===== src/rtl/mcd_pkg.sv =====
package mcd_pkg;
  // comb section counts per conceptual stage
  localparam int FIRST_ORDER  = 3;
  localparam int SECOND_ORDER = 4;
  localparam int THIRD_ORDER  = 5;
  // sections that survive pairwise cancellation
  localparam int RATE1_INTEGS = SECOND_ORDER - FIRST_ORDER;
  localparam int RATE2_INTEGS = THIRD_ORDER - SECOND_ORDER;

  // upper bound on log2 of the DC gain d1^3 * d2^4 * d3^5
  function automatic int gain_bits(input int d1, input int d2, input int d3);
    return FIRST_ORDER * $clog2(d1) + SECOND_ORDER * $clog2(d2)
         + THIRD_ORDER * $clog2(d3);
  endfunction
endpackage


===== src/rtl/mcd_integrators.sv =====
module mcd_integrators #(
  parameter int W = 32,
  parameter int N = 3
) (
  input  logic         clk,
  input  logic         rst,
  input  logic         en,
  input  logic [W-1:0] din,
  output logic [W-1:0] dout
);
  logic [W-1:0] acc_q [N];
  logic [W-1:0] acc_d [N];

  // running sums chained in one cycle so the kept sample includes din
  always_comb begin
    acc_d[0] = acc_q[0] + din;
    for (int i = 1; i < N; i++) acc_d[i] = acc_q[i] + acc_d[i-1];
  end

  assign dout = acc_d[N-1];

  always_ff @(posedge clk) begin
    if (rst) begin
      for (int i = 0; i < N; i++) acc_q[i] <= '0;
    end else if (en) begin
      for (int i = 0; i < N; i++) acc_q[i] <= acc_d[i];
    end
  end
endmodule


===== src/rtl/mcd_strobe.sv =====
module mcd_strobe #(
  parameter int D = 4
) (
  input  logic clk,
  input  logic rst,
  input  logic en,
  output logic tick
);
  localparam int CW = (D > 2) ? $clog2(D) : 1;
  localparam logic [CW-1:0] LAST = CW'(D - 1);

  logic [CW-1:0] cnt;

  assign tick = en && (cnt == LAST);

  always_ff @(posedge clk) begin
    if (rst)       cnt <= '0;
    else if (en)   cnt <= tick ? '0 : cnt + 1'b1;
  end


  wrap_chk: assert property (@(posedge clk) disable iff (rst)
    tick |=> (cnt == '0));


  count_bound_chk: assert property (@(posedge clk) disable iff (rst)
    en && !tick |=> (cnt != '0) && (cnt <= LAST));
endmodule


===== src/rtl/mcd_differencers.sv =====
module mcd_differencers #(
  parameter int W = 32,
  parameter int N = 5
) (
  input  logic         clk,
  input  logic         rst,
  input  logic         en,
  input  logic [W-1:0] din,
  output logic [W-1:0] dout
);
  logic [W-1:0] dly_q [N];
  logic [W-1:0] stg   [N+1];

  always_comb begin
    stg[0] = din;
    for (int i = 0; i < N; i++) stg[i+1] = stg[i] - dly_q[i];
  end

  assign dout = stg[N];

  always_ff @(posedge clk) begin
    if (rst) begin
      for (int i = 0; i < N; i++) dly_q[i] <= '0;
    end else if (en) begin
      for (int i = 0; i < N; i++) dly_q[i] <= stg[i];
    end
  end
endmodule


===== src/rtl/merged_comb_decimator.sv =====
module merged_comb_decimator
  import mcd_pkg::*;
#(
  parameter int IN_W = 16,
  parameter int D1   = 4,
  parameter int D2   = 2,
  parameter int D3   = 2,
  localparam int W   = IN_W + gain_bits(D1, D2, D3)
) (
  input  logic            clk,
  input  logic            rst,
  input  logic            in_valid,
  output logic            in_ready,
  input  logic [IN_W-1:0] in_data,
  output logic            out_valid,
  input  logic            out_ready,
  output logic [W-1:0]    out_data
);
  localparam int EXT = W - IN_W;

  logic         take, tick1, tick2, tick3;
  logic [W-1:0] din_ext, r0_out, r1_out, r2_out, diff_out;

  assign in_ready = !out_valid || out_ready;
  assign take     = in_valid && in_ready;
  assign din_ext  = {{EXT{in_data[IN_W-1]}}, in_data};

  // input rate: accumulators of the first stage
  mcd_integrators #(.W(W), .N(FIRST_ORDER)) u_int0 (
    .clk(clk), .rst(rst), .en(take), .din(din_ext), .dout(r0_out));
  mcd_strobe #(.D(D1)) u_tick1 (
    .clk(clk), .rst(rst), .en(take), .tick(tick1));

  // after the first drop: second-stage accumulators left after cancellation
  mcd_integrators #(.W(W), .N(RATE1_INTEGS)) u_int1 (
    .clk(clk), .rst(rst), .en(tick1), .din(r0_out), .dout(r1_out));
  mcd_strobe #(.D(D2)) u_tick2 (
    .clk(clk), .rst(rst), .en(tick1), .tick(tick2));

  // after the second drop
  mcd_integrators #(.W(W), .N(RATE2_INTEGS)) u_int2 (
    .clk(clk), .rst(rst), .en(tick2), .din(r1_out), .dout(r2_out));
  mcd_strobe #(.D(D3)) u_tick3 (
    .clk(clk), .rst(rst), .en(tick2), .tick(tick3));

  // output rate: all remaining first differences
  mcd_differencers #(.W(W), .N(THIRD_ORDER)) u_diff (
    .clk(clk), .rst(rst), .en(tick3), .din(r2_out), .dout(diff_out));

  always_ff @(posedge clk) begin
    if (rst) begin
      out_valid <= 1'b0;
      out_data  <= '0;
    end else if (tick3) begin
      out_valid <= 1'b1;
      out_data  <= diff_out;
    end else if (out_ready) begin
      out_valid <= 1'b0;
    end
  end


  stall_hold_chk: assert property (@(posedge clk) disable iff (rst)
    out_valid && !out_ready |=> out_valid && $stable(out_data));


  stall_freeze_chk: assert property (@(posedge clk) disable iff (rst)
    out_valid && !out_ready |=> $stable(u_int0.acc_q[FIRST_ORDER-1]));


  valid_source_chk: assert property (@(posedge clk) disable iff (rst)
    $rose(out_valid) |-> $past(tick3));


  drop_chk: assert property (@(posedge clk) disable iff (rst)
    out_valid && out_ready && !tick3 |=> !out_valid);
endmodule


===== config.mk =====
export PLATFORM = sky130hd
export DESIGN_NAME = merged_comb_decimator
export DESIGN_NICKNAME = d
export VERILOG_FILES = /design/src/rtl/mcd_pkg.sv /design/src/rtl/mcd_integrators.sv /design/src/rtl/mcd_strobe.sv /design/src/rtl/mcd_differencers.sv /design/src/rtl/merged_comb_decimator.sv
export SDC_FILE = /design/constraint.sdc
export NUM_CORES = 1
export LEC_CHECK = 0
export ABC_AREA = 1
export CAP_MARGIN = 20
export CORE_UTILIZATION = 58
export CTS_CLUSTER_SIZE = 28
export DETAILED_ROUTE_END_ITERATION = 16
export PLACE_DENSITY = 0.87
export SETUP_SLACK_MARGIN = 0.5
export SLEW_MARGIN = 20
export SYNTH_ARGS = -nofsm -noshare
export SYNTH_HDL_FRONTEND = slang
export SYNTH_SLANG_ARGS = --single-unit

===== constraint.sdc =====
create_clock -name clk -period 21.7 [get_ports clk]
set_input_delay 6.51 -clock clk [delete_from_list [all_inputs] [get_ports clk]]
set_output_delay 6.51 -clock clk [all_outputs]
set_load 0.02 [all_outputs]

==> flow_metrics.env <==
export IMPL_crit_path_top_delay_cell="fa_1"
export IMPL_htreeDepth=2
export IMPL_dp_slack_ps=2840
export IMPL_max_clock_path_buffers=3
export IMPL_grt_setup_unrepaired="no"
export IMPL_port_buffer_count=52
export IMPL_synth_area_sq_um=26900
export IMPL_detail_route_iter0_violations=1522
export IMPL_routed_wl_mm=54.1
export IMPL_synthDistinctLibCells=60
export IMPL_whs_ps=451
export IMPL_yosys_warnings=0
export IMPL_drive_above_1_share_pct=5.17
export IMPL_synth_top_family_by_area="simple AND/OR/NAND/NOR gates"
export IMPL_ios=53
export IMPL_synthFlopType="edfxtp_1"
export IMPL_async_flop_share_pct=0
export IMPL_track_usage_pct=22.7
export IMPL_status="completed"
export IMPL_diodes=0
export IMPL_cts_tree="done"
export IMPL_synth_xor_area_share_pct=8.05
export IMPL_hpwl_mm=39.0
export IMPL_yosys_top_cells_area="edfxtp_1 (35%), ha_1 (14%), inv_1 (9.5%)"
export IMPL_viasPerCell=5.39
export IMPL_gp_congestion=0.882
export IMPL_slowest_delay_ps=410
export IMPL_postCtsSetupBuffers=0
export IMPL_synth_top_area_share_pct=34.7
export IMPL_end_kind="register"
export IMPL_die_w_microns=217
export IMPL_holdBufCountCts=0
export IMPL_place_inst=3913
export IMPL_synthAdderAreaFrac_pct=15.0
export IMPL_setup_slack_ps=3240
export IMPL_vias=21500
export IMPL_critPathKind="in -> reg"
export IMPL_synth_top_area_cell="edfxtp_1"
export IMPL_worstPathRequired_ps=22130
export IMPL_grt_pass1_vias=21000
export IMPL_numCtsBuffers=39
export IMPL_die_area_sq_um=47200
export IMPL_clk_latency_ps=550
export IMPL_ant_nets=0
export IMPL_crit_arrival_ps=18900
export IMPL_crit_path_max_fanout=5
export IMPL_fin_cells=3983
export IMPL_grt_pass1_wl_mm=91.5
export IMPL_finalSetupViolCount=0
export IMPL_muxShareOfSynthArea_pct=0
export IMPL_grt_busiest_layer="met2"
export IMPL_fmax_ghz=0.0542
export IMPL_grtUsageMet1_pct=28.2
export IMPL_grt_ovfl_total=0
export IMPL_grtUsageMet3_pct=2.46
export IMPL_area_growth_pct=8.77
export IMPL_synth_simple_gate_area_share_pct=16.1
export IMPL_start_util_pct=59.1
export IMPL_hp_class="reg -> reg"
export IMPL_first_pass_iters=5
export IMPL_synth_seq_area_share_pct=37.3
export IMPL_relSlewSlack_pct=29.0
export IMPL_finalCritPeriodShare_pct=85.1
export IMPL_finalClockSkew_ps=18.7
export IMPL_tightest_slew_ps=1070
export IMPL_antenna_found_initial=0
export IMPL_core_area_sq_um=45500
export IMPL_numClockSinks=346
export IMPL_wire_per_inst_microns=13.6
export IMPL_cts_resized_gates=0
export IMPL_avgSynthCellArea_sq_um=8.16
export IMPL_ys_seq_elements=346
export IMPL_grt_max_degree=95
export IMPL_period_needed_ps=18460
export IMPL_rows=78
export IMPL_cp_start_kind="input port"
export IMPL_gr_usage_met2_pct=41.4
export IMPL_synth_edf_count=310
export IMPL_maxCapViolCount=0
export IMPL_synthCells=3290
export IMPL_setup_tns_ps=0
export IMPL_cts_root_buf="clkbuf_16"
export IMPL_cts_clk_slew_worst_paths_ps=60
export IMPL_timing_hold_violations_final=0
export IMPL_route_detailed_drc=0
export IMPL_synth_nets=3626
export IMPL_die_h_microns=217
export IMPL_synth_compound_area_share_pct=13.2
export IMPL_final_nets=3690
export IMPL_maxSlewViolCount=0
## registers in the layout, indices dropped and copies added, names as in the netlist
register      cells
out_data         31
out_valid         1
u_diff.dly_q    155
u_int0.acc_q     93
u_int1.acc_q     31
u_int2.acc_q     31
u_tick1.cnt       2
u_tick2.cnt       1
u_tick3.cnt       1
## critical path: cells and delay by family
kind / cells / cell delay (ps)
buf+inv: 7 / 780
fa+ha+maj: 11 / 3750
xor+xnor: 10 / 2000
simple gates: 17 / 1640
compound gates: 23 / 4190
## cells in the mapped netlist, types with 4 or more instances
cell type	number
inv_2	9
dfxtp_1	36
xor2_1	194
o21ai_1	38
a21oi_2	8
clkbuf_1	35
o21bai_1	19
a31oi_1	15
a21boi_2	8
o21a_1	4
o41ai_2	6
a21oi_4	4
a21oi_1	306
nand3_2	11
nand4_1	11
inv_1	679
xnor2_1	53
edfxtp_1	310
o21ai_0	96
ha_1	306
o31ai_1	12
nand2_1	485
a21o_1	16
nor2_1	414
nand3_1	70
nand2_2	21
a21boi_1	17
fa_1	10
nor3_1	25
o211ai_1	5
o21ai_2	21
## final timing paths
| kind | start | end | slack, ps | cells after the start |
|---|---|---|---|---|
| worst max register to register | u_int0.acc_q[0][0] | out_data[30] | 9240 | 67 |
| worst min-delay path | out_data[27] | out_data[27] | 450 | 2 |
| worst max-delay path | in_data[0] | out_data[30] | 3240 | 68 |
| worst min register to register | out_data[27] | out_data[27] | 450 | 2 |
## cells by family after synthesis
group,count (synthesis)
AO/OA/AOI/OAI,596
XOR/XNOR,247
adder cells (fa/ha/maj),316
buffers and inverters,727
flip-flops,346
AND/OR/NAND/NOR,1058
## metrics by stage
stage	area (sq um)	utilization [%]
2_1_floorplan	26900	-
3_3_place_gp	28100	61.7
3_5_place_dp	28100	61.7
4_1_cts	29200	64.2
5_1_grt	29200	64.2
6_report	29200	64.2
## cell type report
class	count	area, sq um
Fill cell	3535	16300
Multi-Input combinational cell	2217	14100
Sequential cell	346	10000
Inverter	689	2590
Clock buffer	48	1020
Tap cell	600	751
Timing Repair Buffer	61	592
Clock inverter	22	136
## placed cells by master, fill, tap and decap left out, types with 25 or more instances in the layout
cell type and n:
o21ai_1 38, a21oi_1 306, nand2_1 484, xnor2_1 53, edfxtp_1 310, inv_1 676
o21ai_0 96, nor2_1 412, clkbuf_16 39, nand3_1 70, nor3_1 25, xor2_1 194
clkdlybuf4s50_1 52, dfxtp_1 36, ha_1 306
## per-layer routing
| layer | wire length, microns | vias to the layer above |
|---|---|---|
| met2 | 26800 | 458 |
| met5 | 0 | - |
| met4 | 1150 | 0 |
| li1 | - | 10900 |
| met3 | 2090 | 103 |
| met1 | 24000 | 10100 |
Power is left out: the tool's default activity adds up to more than one toggle a clock period on the data nets, which glitch-free logic cannot reach.
